File: src/rtl/mvp_pkg.sv
package mvp_pkg;

   // endpoint address width and fixed endpoint codes
   localparam int EP_W = 5;
   localparam logic [EP_W-1:0] EP_OPND = 5'd8;
   localparam logic [EP_W-1:0] EP_RES  = 5'd9;
   localparam logic [EP_W-1:0] EP_LIT  = 5'd10;
   localparam logic [EP_W-1:0] EP_TRIG = 5'd16;
   localparam int NUM_OPS = 6;

   typedef enum logic [2:0] {
      OP_ADD  = 3'd0,
      OP_SUB  = 3'd1,
      OP_AND  = 3'd2,
      OP_OR   = 3'd3,
      OP_XOR  = 3'd4,
      OP_NAND = 3'd5
   } alu_op_e;

endpackage

File: src/rtl/mvp_decoder.sv
module mvp_decoder
   import mvp_pkg::*;
#(
   parameter int W    = 16,
   parameter int NREG = 8,
   localparam int SLOT_W = 1 + 2*EP_W + W,
   localparam int IDX_W  = $clog2(NREG)
) (
   input  logic              clk,
   input  logic              rst_n,
   input  logic [SLOT_W-1:0] slot_i,
   input  logic              accept_i,
   output logic              slot_v_o,
   output logic [EP_W-1:0]   src_o,
   output logic [W-1:0]      lit_o,
   output logic              wr_reg_o,
   output logic [IDX_W-1:0]  wr_idx_o,
   output logic              wr_opnd_o,
   output logic              wr_trig_o,
   output alu_op_e           trig_op_o
);

   logic [EP_W-1:0] dst;
   logic [EP_W-1:0] trig_off;

   assign slot_v_o = accept_i & slot_i[SLOT_W-1];
   assign src_o    = slot_i[SLOT_W-2 -: EP_W];
   assign dst      = slot_i[SLOT_W-2-EP_W -: EP_W];
   assign lit_o    = slot_i[W-1:0];
   assign trig_off = dst - EP_TRIG;

   always_comb begin
      wr_reg_o  = slot_v_o && (int'(dst) < NREG);
      wr_idx_o  = dst[IDX_W-1:0];
      wr_opnd_o = slot_v_o && (dst == EP_OPND);
      wr_trig_o = slot_v_o && (dst >= EP_TRIG) && (int'(trig_off) < NUM_OPS);
      trig_op_o = alu_op_e'(trig_off[2:0]);
   end

   // a slot lands on at most one kind of destination (supports R9 merge)
   assert_one_dest_R9: assert property (@(posedge clk) disable iff (!rst_n)
      $onehot0({wr_reg_o, wr_opnd_o, wr_trig_o}));

endmodule

File: src/rtl/mvp_regfile.sv
module mvp_regfile #(
   parameter int W    = 16,
   parameter int NREG = 8
) (
   input  logic                      clk,
   input  logic                      rst_n,
   input  logic [NREG-1:0]           we_i,
   input  logic [NREG-1:0][W-1:0]    wd_i,
   output logic [NREG-1:0][W-1:0]    rd_o
);

   logic [NREG-1:0][W-1:0] regs;

   for (genvar r = 0; r < NREG; r++) begin : g_reg
      always_ff @(posedge clk) begin
         if (!rst_n)       regs[r] <= '0;
         else if (we_i[r]) regs[r] <= wd_i[r];
      end
   end

   assign rd_o = regs;

   assert_reset_clear_R1: assert property (@(posedge clk)
      $rose(rst_n) |-> (regs == '0));

   assert_no_stray_write_R10: assert property (@(posedge clk) disable iff (!rst_n)
      (we_i == '0) |=> $stable(regs));

endmodule

File: src/rtl/mvp_alu_fu.sv
module mvp_alu_fu
   import mvp_pkg::*;
#(
   parameter int W   = 16,
   parameter int LAT = 1
) (
   input  logic         clk,
   input  logic         rst_n,
   input  logic         opnd_we_i,
   input  logic [W-1:0] opnd_wd_i,
   input  logic         trig_we_i,
   input  logic [W-1:0] trig_wd_i,
   input  alu_op_e      trig_op_i,
   output logic [W-1:0] opnd_o,
   output logic [W-1:0] result_o
);

   if (LAT < 1) begin : g_bad_lat
      $error("mvp_alu_fu: LAT must be at least 1");
   end

   logic [W-1:0]           opnd_q;
   logic [W-1:0]           result_q;
   logic [W-1:0]           op1_next;
   logic [LAT-1:0]         pipe_v;
   logic [LAT-1:0][W-1:0]  pipe_d;

   function automatic logic [W-1:0] calc(alu_op_e op, logic [W-1:0] a, logic [W-1:0] b);
      case (op)
         OP_ADD:  return a + b;
         OP_SUB:  return a - b;
         OP_AND:  return a & b;
         OP_OR:   return a | b;
         OP_XOR:  return a ^ b;
         OP_NAND: return ~(a & b);
         default: return '0;
      endcase
   endfunction

   // a latch write in the same instruction as the trigger is seen by it
   assign op1_next = opnd_we_i ? opnd_wd_i : opnd_q;

   always_ff @(posedge clk) begin
      if (!rst_n) begin
         opnd_q   <= '0;
         result_q <= '0;
         pipe_v   <= '0;
         pipe_d   <= '0;
      end else begin
         opnd_q    <= op1_next;
         pipe_v[0] <= trig_we_i;
         if (trig_we_i) pipe_d[0] <= calc(trig_op_i, op1_next, trig_wd_i);
         for (int i = 1; i < LAT; i++) begin
            pipe_v[i] <= pipe_v[i-1];
            pipe_d[i] <= pipe_d[i-1];
         end
         if (pipe_v[LAT-1]) result_q <= pipe_d[LAT-1];
      end
   end

   assign opnd_o   = opnd_q;
   assign result_o = result_q;

   assert_result_hold_R3: assert property (@(posedge clk) disable iff (!rst_n)
      !pipe_v[LAT-1] |=> $stable(result_q));

   assert_opnd_keep_R6: assert property (@(posedge clk) disable iff (!rst_n)
      !opnd_we_i |=> $stable(opnd_q));

   if (LAT == 1) begin : g_lat1_chk
      assert_add_timing_R4: assert property (@(posedge clk) disable iff (!rst_n)
         (trig_we_i && trig_op_i == OP_ADD) |=> ##1
         (result_q == $past(op1_next + trig_wd_i, 2)));
   end

endmodule

File: src/rtl/move_datapath.sv
module move_datapath
   import mvp_pkg::*;
#(
   parameter int W    = 16,
   parameter int NREG = 8,
   parameter int NBUS = 2,
   parameter int LAT  = 1,
   localparam int SLOT_W = 1 + 2*EP_W + W,
   localparam int IDX_W  = $clog2(NREG)
) (
   input  logic                 clk,
   input  logic                 rst_n,
   input  logic                 instr_valid_i,
   output logic                 instr_ready_o,
   input  logic [NBUS*SLOT_W-1:0] instr_i,
   output logic [NBUS-1:0]      bus_busy_o,
   output logic [NBUS*W-1:0]    bus_data_o,
   output logic [W-1:0]         fu_result_o
);

   if (NREG < 2 || NREG > int'(EP_OPND)) begin : g_bad_nreg
      $error("move_datapath: NREG must lie in 2..8");
   end
   if (NBUS < 1) begin : g_bad_nbus
      $error("move_datapath: NBUS must be at least 1");
   end

   logic                        ready_q;
   logic                        accept;
   logic [NBUS-1:0]             slot_v;
   logic [NBUS-1:0][EP_W-1:0]   src;
   logic [NBUS-1:0][W-1:0]      lit;
   logic [NBUS-1:0]             wr_reg;
   logic [NBUS-1:0][IDX_W-1:0]  wr_idx;
   logic [NBUS-1:0]             wr_opnd;
   logic [NBUS-1:0]             wr_trig;
   alu_op_e                     trig_op [NBUS];
   logic [NBUS-1:0][W-1:0]      bus_val;

   logic [NREG-1:0]             rf_we;
   logic [NREG-1:0][W-1:0]      rf_wd;
   logic [NREG-1:0][W-1:0]      rf_rd;
   logic                        opnd_we;
   logic [W-1:0]                opnd_wd;
   logic                        trig_we;
   logic [W-1:0]                trig_wd;
   alu_op_e                     trig_sel;
   logic [W-1:0]                opnd_q;
   logic [W-1:0]                result_q;

   always_ff @(posedge clk) begin
      if (!rst_n) ready_q <= 1'b0;
      else        ready_q <= 1'b1;
   end

   assign instr_ready_o = ready_q;
   assign accept        = instr_valid_i & ready_q;

   for (genvar b = 0; b < NBUS; b++) begin : g_bus
      mvp_decoder #(.W(W), .NREG(NREG)) u_dec (
         .clk       (clk),
         .rst_n     (rst_n),
         .slot_i    (instr_i[b*SLOT_W +: SLOT_W]),
         .accept_i  (accept),
         .slot_v_o  (slot_v[b]),
         .src_o     (src[b]),
         .lit_o     (lit[b]),
         .wr_reg_o  (wr_reg[b]),
         .wr_idx_o  (wr_idx[b]),
         .wr_opnd_o (wr_opnd[b]),
         .wr_trig_o (wr_trig[b]),
         .trig_op_o (trig_op[b])
      );
   end

   // source side: every bus reads pre-instruction state
   always_comb begin
      for (int b = 0; b < NBUS; b++) begin
         bus_val[b] = '0;
         if (slot_v[b]) begin
            if (int'(src[b]) < NREG)  bus_val[b] = rf_rd[src[b][IDX_W-1:0]];
            else if (src[b] == EP_OPND) bus_val[b] = opnd_q;
            else if (src[b] == EP_RES)  bus_val[b] = result_q;
            else if (src[b] == EP_LIT)  bus_val[b] = lit[b];
         end
      end
   end

   // destination side: ascending scan so the highest bus wins
   always_comb begin
      rf_we    = '0;
      rf_wd    = '0;
      opnd_we  = 1'b0;
      opnd_wd  = '0;
      trig_we  = 1'b0;
      trig_wd  = '0;
      trig_sel = OP_ADD;
      for (int b = 0; b < NBUS; b++) begin
         if (wr_reg[b]) begin
            rf_we[wr_idx[b]] = 1'b1;
            rf_wd[wr_idx[b]] = bus_val[b];
         end
         if (wr_opnd[b]) begin
            opnd_we = 1'b1;
            opnd_wd = bus_val[b];
         end
         if (wr_trig[b]) begin
            trig_we  = 1'b1;
            trig_wd  = bus_val[b];
            trig_sel = trig_op[b];
         end
      end
   end

   mvp_regfile #(.W(W), .NREG(NREG)) u_rf (
      .clk   (clk),
      .rst_n (rst_n),
      .we_i  (rf_we),
      .wd_i  (rf_wd),
      .rd_o  (rf_rd)
   );

   mvp_alu_fu #(.W(W), .LAT(LAT)) u_alu (
      .clk       (clk),
      .rst_n     (rst_n),
      .opnd_we_i (opnd_we),
      .opnd_wd_i (opnd_wd),
      .trig_we_i (trig_we),
      .trig_wd_i (trig_wd),
      .trig_op_i (trig_sel),
      .opnd_o    (opnd_q),
      .result_o  (result_q)
   );

   assign bus_busy_o  = slot_v;
   assign bus_data_o  = bus_val;
   assign fu_result_o = result_q;

   assert_ready_after_reset_R1: assert property (@(posedge clk) disable iff (!rst_n)
      $past(rst_n) |-> instr_ready_o);

endmodule

File: config.mk
export PLATFORM = sky130hd
export DESIGN_NAME = move_datapath
export DESIGN_NICKNAME = d
export VERILOG_FILES = /design/src/rtl/mvp_pkg.sv /design/src/rtl/mvp_decoder.sv /design/src/rtl/mvp_regfile.sv /design/src/rtl/mvp_alu_fu.sv /design/src/rtl/move_datapath.sv
export SDC_FILE = /design/constraint.sdc
export NUM_CORES = 1
export LEC_CHECK = 0
export ABC_CLOCK_PERIOD_IN_PS = 5300
export BUFFER_PORTS_ARGS = -buffer_cell sky130_fd_sc_hd__clkbuf_2
export CAP_MARGIN = 15
export CORE_MARGIN = 2
export CORE_UTILIZATION = 30
export DETAILED_ROUTE_END_ITERATION = 10
export SYNTH_ARGS = -nofsm -noshare
export SYNTH_HDL_FRONTEND = slang
export SYNTH_HIERARCHICAL = 1
export SYNTH_SLANG_ARGS = --single-unit
File: constraint.sdc
create_clock -name clk -period 5.3 [get_ports clk]
set_clock_uncertainty 0.05 [all_clocks]
set_input_delay 0.265 -clock clk [delete_from_list [all_inputs] [get_ports clk]]
set_output_delay 0.265 -clock clk [all_outputs]
set_load 0.01 [all_outputs]
==> results of run 1 <==
area by class of cell:
cell class              count  area share, %
diodes                      1         0.0155
clock inverters            13          0.613
repair buffers            180           6.81
flip-flops and latches    178           22.1
well taps                 664           5.15
multi-input cells        1149           60.7
inverters                  78           1.82
clock buffers              19           2.81
layout by cell type, fill, tap and decap left out, drive strengths merged, types with 5 or more instances in the layout:
| master | count |
|---|---|
| clkbuf | 124 |
| a21o | 7 |
| o21a | 5 |
| o22a | 15 |
| o221ai | 18 |
| xnor2 | 20 |
| nand3b | 35 |
| nand2b | 24 |
| o21ai | 61 |
| nand2 | 44 |
| mux2i | 183 |
| o211ai | 9 |
| inv | 83 |
| buf | 75 |
| a21oi | 53 |
| clkinv | 6 |
| o31ai | 6 |
| nand4 | 6 |
| or2b | 14 |
| or2 | 6 |
| nor3 | 14 |
| ha | 48 |
| mux4 | 63 |
| nand3 | 30 |
| nor2b | 139 |
| a31oi | 9 |
| and3 | 5 |
| o22ai | 163 |
| dfxtp | 178 |
| nor2 | 115 |
worst max-delay path, stage by stage (launching register included):
cell and delay [ps]:
dfxtp_1 320, and2_1 130, nand2_1 130, a2111oi_4 380
nor2b_1 180, nand2b_1 110, buf_4 230, o22ai_1 110
buf_4 190, nor2_2 270, nand3_1 240, o41ai_1 360
xnor2_1 180, ha_1 340, a21oi_1 340, nand2_1 120
nor2_1 300, a31oi_1 160, and4b_1 220, or3_1 300
how the worst max path moves through the flow:
stage,endpoint,slack (ps),cells past startpoint,startpoint
5_1_grt,u_alu/pipe_d[13],180,19,instr_ready_o
3_5_place_dp,u_alu/pipe_d[13],280,18,instr_i[21]
6_report,u_alu/pipe_d[13],510,19,instr_ready_o
4_1_cts,u_alu/pipe_d[13],350,17,instr_ready_o
3_3_place_gp,u_alu/pipe_d[13],270,17,instr_i[48]
2_1_floorplan,u_alu/pipe_d[13],1120,19,instr_ready_o
power by group through the flow:
stage | Sequential (mW) | Combinational [mW] | Clock [mW]
after floorplan | 1.37 | 0.333 | 0
after detailed placement | 1.37 | 0.427 | 0
final | 1.34 | 0.438 | 1.24
after CTS | 1.34 | 0.429 | 1.27
after global routing | 1.34 | 0.458 | 1.31
after global placement | 1.37 | 0.424 | 0
per-stage QoR:
step | hold slack [ps] | cells | setup slack, ps
after global placement | 423 | 2249 | 266
after floorplan | 243 | 1610 | 1120
after detailed placement | 431 | 2249 | 282
after global routing | 233 | 2281 | 181
final | 229 | 2282 | 511
after CTS | 223 | 2281 | 347
flip-flops by register name, summed over array words and instances (netlist names):
register,flops
instr_ready_o,1
u_alu/pipe_d,16
u_alu/opnd_o,16
u_alu/result_o,16
u_rf/rd_o,128
u_alu/pipe_v,1
kinds of logic after synthesis:
logic type | after synthesis | share of synthesized area [%]
and+or+nand+nor | 452 | 17.0
AOI/OAI and AO/OA | 380 | 20.5
buffers and inverters | 283 | 11.6
muxes | 247 | 21.8
DFF | 178 | 23.7
adders and majority gates | 49 | 4.13
xor gates and xnor gates | 21 | 1.22
per-layer routing:
layer | up-vias | GRT usage, %
met2 | 640 | 33.2
met1 | 6412 | 25.0
met3 | 112 | 3.56
li1 | 5790 | -
met4 | 6 | 7.69
met5 | - | 0
what timing repair did:
item,CTS,global route
setup endpoints to repair,0,1
hold endpoints to repair,0,0
resized for setup,0,2
==> run_results.csv, run 1 <==
group,metric,value,unit
status,status,"completed",
timing,tns,0,ps
floorplan,rows,81,
clock_tree,path_clk_slew,70,ps
critical_path,crit_fanout,16,
grt,grt_usage,19.7,%
grt,antenna_found_initial,4,
detailed_routing,via_per_inst,5.68,
clock_tree,post-cts-setup-buffer-count,0,
timing,hold_viol,0,
timing,setup_violations,0,
synthesis,synth.largest_area_cell,"dfxtp_1",
layout,seq_area,3560,µm²
floorplan,die_w,228,µm
clock_tree,htree_levels,4,
clock_tree,clock-sinks,178,
synthesis,synth_ff_type,"dfxtp_1",
critical_path,ff2ff_setup_slack,510,ps
grt,overflow,0,
synthesis,yosysSeqAreaShare,23.7,%
synthesis,syn_nets,1716,
detailed_routing,ant_nets,0,
layout,drive_above_1_share,25.4,%
clock_tree,insertion_delay,440,ps
worst_hold_path,hold-path-endpoint,"instr_ready_o",
timing,report.final.slew_viol_count,0,
worst_hold_path,holdCritStartpoint,"rst_n",
clock_tree,cts_tree,"yes",
pwr,powerDensity,188,nW/µm²
layout,multi_input_area,9780,µm²
layout,synthToLayoutAreaGrowth,7.37,%
place,hpwlAfterDp,37100,µm
critical_path,start_kind,"register",
worst_hold_path,holdCritPathClass,"in -> reg",
synthesis,ys_seq_elements,178,
floorplan,boundaryPins,108,
timing,fin_crit,4790,ps
place,placement.io_buffers,107,
synthesis,ys_types,79,
worst_hold_path,holdPathStages,1,
layout,nNetsFinal,1710,
floorplan,core,49200,µm²
synthesis,yosys.cell_count.top_type,"mux2i_1",
clock_tree,cts_max_path_buffers,2,
layout,design_area,16100,µm²
critical_path,crit_arrival,5060,ps
detailed_routing,met3WireLength,3880,µm
run,max_cap_viol_count,0,
pwr,p_leak,5.42,nW
detailed_routing,drtIter0Drc,1186,
pwr,p_sw,899,µW
grt,grt_pass1_vias,12600,
pwr,switching_share,29.7,%
detailed_routing,vias,13000,
clock_tree,hold_buffers,0,
detailed_routing,wl_per_cell,23.4,µm
synthesis,synth_commonest_cells,"182 x mux2i_1, 178 x dfxtp_1, 138 x nor2b_1",
detailed_routing,wirelength_met1,22200,µm
critical_path,worstPathRequired,5580,ps
pwr,power_frac_comb,14.5,%
synthesis,syn_inst,1610,
critical_path,r2r-start,"instr_ready_o",
timing,rsz0062_at_grt,"no",
floorplan,die_area,51900,µm²
clock_tree,cts_made_buffers,17,
synthesis,synth_area_leaders,"dfxtp_1 24%, mux2i_1 12%, mux4_2 9.4%, o22ai_2 6.7%, nor2b_1 5.7%",
layout,fillCellCount,5041,
grt,grt_pass1_wl,79000,µm
floorplan,die_y,228,µm
clock_tree,root_buffer,"clkbuf_16",
synthesis,synth_edf_count,0,
place,place_congestion,0.877,
timing,period_share,90.4,%
pwr,p_clk_share,41.1,%
layout,final_util,32.8,%
pwr,internal_power,2.13,mW
critical_path,path_class,"reg -> reg",
detailed_routing,drc,0,
synthesis,async_reset_ff_share,0,%
floorplan,initial_core_util,30.6,%
grt,grt_max_degree,117,
synthesis,yosysWarnings,6,
detailed_routing,met2_length,25300,µm
pwr,ir_drop,0.168,mV
critical_path,worstRegToRegCells,19,
timing,fmax,209,MHz
place,placed_area,15600,µm²
pwr,seqPwrFrac,44.4,%
detailed_routing,routed_wl,53300,µm
pwr,power.total,3.02,mW
timing,tightest_slew,1240,ps
synthesis,synth.cell_area,15000,µm²
critical_path,r2r-end,"u_alu/pipe_d[13]",
detailed_routing,dr.pass1.iters,5,
synthesis,yosysTopAreaCellShare,23.7,%
timing,slew-limit-headroom,17.5,%
critical_path,setup.worst_path.end_class,"register",
synthesis,syn_area_per_cell,9.33,µm²
detailed_routing,dr.max_layer_used,"met5",
(Power assumes the default switching activity.)
==> run 2: changes to the inputs <==
--- a/config.mk
+++ b/config.mk
@@ -5,7 +5,7 @@
 export SDC_FILE = /design/constraint.sdc
 export NUM_CORES = 1
 export LEC_CHECK = 0
-export ABC_CLOCK_PERIOD_IN_PS = 5300
+export ABC_CLOCK_PERIOD_IN_PS = 5800
 export BUFFER_PORTS_ARGS = -buffer_cell sky130_fd_sc_hd__clkbuf_2
 export CAP_MARGIN = 15
 export CORE_MARGIN = 2
==> constraint.sdc (replaced) <==
create_clock -name clk -period 5.8 [get_ports clk]
set_clock_uncertainty 0.05 [all_clocks]
set_input_delay 0.29 -clock clk [delete_from_list [all_inputs] [get_ports clk]]
set_output_delay 0.29 -clock clk [all_outputs]
set_load 0.01 [all_outputs]
==> run 2 against run 1 <==
  * Flip-flop and latch count unchanged
  * Non-clock buffer count down 22
  * Critical path depth down 2
  * Sequential share of layout area up 0.19 points
  * Wire length down 0.49%
  * Critical endpoint unchanged
  * Total power down 5.6%
  * Register-to-register slack better by 310 ps
  * First-iteration DRC count up 9.2%
==> run_results.csv, run 2 (synthesized netlist as in run 1, its figures left out) <==
group,metric,value,unit
floorplan,die_area,51900,µm²
floorplan,boundaryPins,108,
timing,tns,0,ps
detailed_routing,dr.max_layer_used,"met5",
floorplan,die_y,228,µm
detailed_routing,drc,0,
timing,setup_violations,0,
detailed_routing,via_per_inst,5.67,
floorplan,die_w,228,µm
critical_path,r2r-end,"u_alu/pipe_d[13]",
detailed_routing,wl_per_cell,23.5,µm
place,place_congestion,0.906,
run,max_cap_viol_count,0,
timing,tightest_slew,1300,ps
layout,drive_above_1_share,24.3,%
layout,final_common_cell,"mux2i_1",
worst_hold_path,holdPathStages,1,
layout,layout_common_cells,"182 x mux2i_1, 178 x dfxtp_1, 138 x nor2b_1, 113 x nor2_1, 105 x clkbuf_2",
detailed_routing,met3WireLength,3730,µm
critical_path,ff2ff_setup_slack,820,ps
clock_tree,clock-sinks,178,
grt,grt_max_degree,113,
layout,fillCellCount,5088,
pwr,power.total,2.86,mW
place,hpwlAfterDp,36900,µm
floorplan,rows,81,
timing,fmax,201,MHz
clock_tree,cts_resized,0,
layout,synthToLayoutAreaGrowth,6.47,%
worst_hold_path,hold-path-endpoint,"instr_ready_o",
timing,fin_crit,4980,ps
floorplan,initial_core_util,30.6,%
layout,largest_register_ffs,128,
critical_path,worstRegToRegCells,17,
clock_tree,insertion_delay,460,ps
detailed_routing,vias,12800,
critical_path,start_kind,"register",
critical_path,crit_arrival,5260,ps
clock_tree,cts_tree,"yes",
critical_path,worstPathRequired,6080,ps
place,placement.io_buffers,107,
grt,overflow,0,
worst_hold_path,holdCritPathClass,"in -> reg",
pwr,ir_drop,0.179,mV
grt,grt_usage,20.0,%
timing,hold_viol,0,
grt,grt_pass1_vias,12700,
detailed_routing,ant_nets,0,
clock_tree,root_buffer,"clkbuf_16",
status,status,"completed",
detailed_routing,routed_wl,53000,µm
detailed_routing,drtIter0Drc,1295,
detailed_routing,wirelength_met1,22600,µm
clock_tree,hold_buffers,0,
pwr,powerDensity,179,nW/µm²
clock_tree,cts_made_buffers,17,
clock_tree,htree_levels,4,
worst_hold_path,holdCritStartpoint,"rst_n",
clock_tree,cts_max_path_buffers,2,
clock_tree,post-cts-setup-buffer-count,0,
detailed_routing,dr.pass1.iters,5,
detailed_routing,met2_length,24800,µm
layout,nNetsFinal,1688,
timing,slew-limit-headroom,13.0,%
pwr,p_leak,5.32,nW
timing,report.final.slew_viol_count,0,
critical_path,path_class,"reg -> reg",
floorplan,core,49200,µm²
grt,antenna_found_initial,3,
grt,grt_pass1_wl,79700,µm
critical_path,crit_fanout,16,
clock_tree,path_clk_slew,80,ps
timing,rsz0062_at_grt,"no",
critical_path,r2r-start,"instr_ready_o",
critical_path,setup.worst_path.end_class,"register",
timing,period_share,85.9,%
## run 2: cell types whose count changed in the layout (fill, tap and decap cells not counted), sizes merged
cell,delta
buf,-22
clkinvlp,+1
clkbuf,-1
clkinv,-2
bufinv,+2
## run 2: through the flow
step / worst slack (ps) / hold WS, ps / cell area [µm²] / std cells / util (%)
after floorplan: 1620 / 268 / 15000 / 1610 / -
after global placement: 724 / 423 / 15400 / 2227 / 31.3
after detailed placement: 752 / 434 / 15400 / 2227 / 31.3
after CTS: 820 / 212 / 16000 / 2259 / 32.5
after global routing: 311 / 237 / 16000 / 2259 / 32.5
final: 816 / 193 / 16000 / 2260 / 32.5
## run 2: final cells by class
class	count	area [µm²]	area share, %
timing repair buffer	158	921	5.76
antenna	1	2.50	0.0157
clock buffer	18	429	2.68
inverter	78	293	1.83
sequential	178	3560	22.3
multi-input combinational	1149	9780	61.1
clock inverter	14	173	1.08
tap	664	831	5.20
## run 2: layer usage
metal	up-vias	track usage, %
met5	-	0
met4	2	8.51
met3	118	3.71
met2	564	32.9
met1	6370	25.4
li1	5751	-
## run 2: critical path, cell delays in order, from the launching register on
cell and delay (ps):
dfxtp_1 330, and2_1 150, nand2_1 120, a2111oi_2 470, nor2b_1 180, nand2b_1 500
o22ai_1 360, nor2_2 350, nand3_1 210, o41ai_1 360, xnor2_1 170, ha_1 320
a21oi_1 260, nand2_1 110, nor2_1 240, a31oi_1 150, and4b_1 220, or3_1 300
## run 2: how the worst max path moves through the flow
stage	start	end	slack, ps	depth (start not counted)
2_1_floorplan	instr_ready_o	u_alu/pipe_d[13]	1620	19
3_3_place_gp	instr_i[48]	u_alu/pipe_d[13]	720	16
3_5_place_dp	instr_i[48]	u_alu/pipe_d[13]	750	16
4_1_cts	instr_ready_o	u_alu/pipe_d[13]	820	17
5_1_grt	instr_ready_o	u_alu/pipe_d[13]	310	17
6_report	instr_ready_o	u_alu/pipe_d[13]	820	17
## run 2: power breakdown
group          switching (mW)  leakage (nW)  internal (mW)
sequential            0.00313          1.43           1.22
clock                   0.587         0.286          0.652
combinational           0.260          3.60          0.129
total                   0.850          5.32           2.01
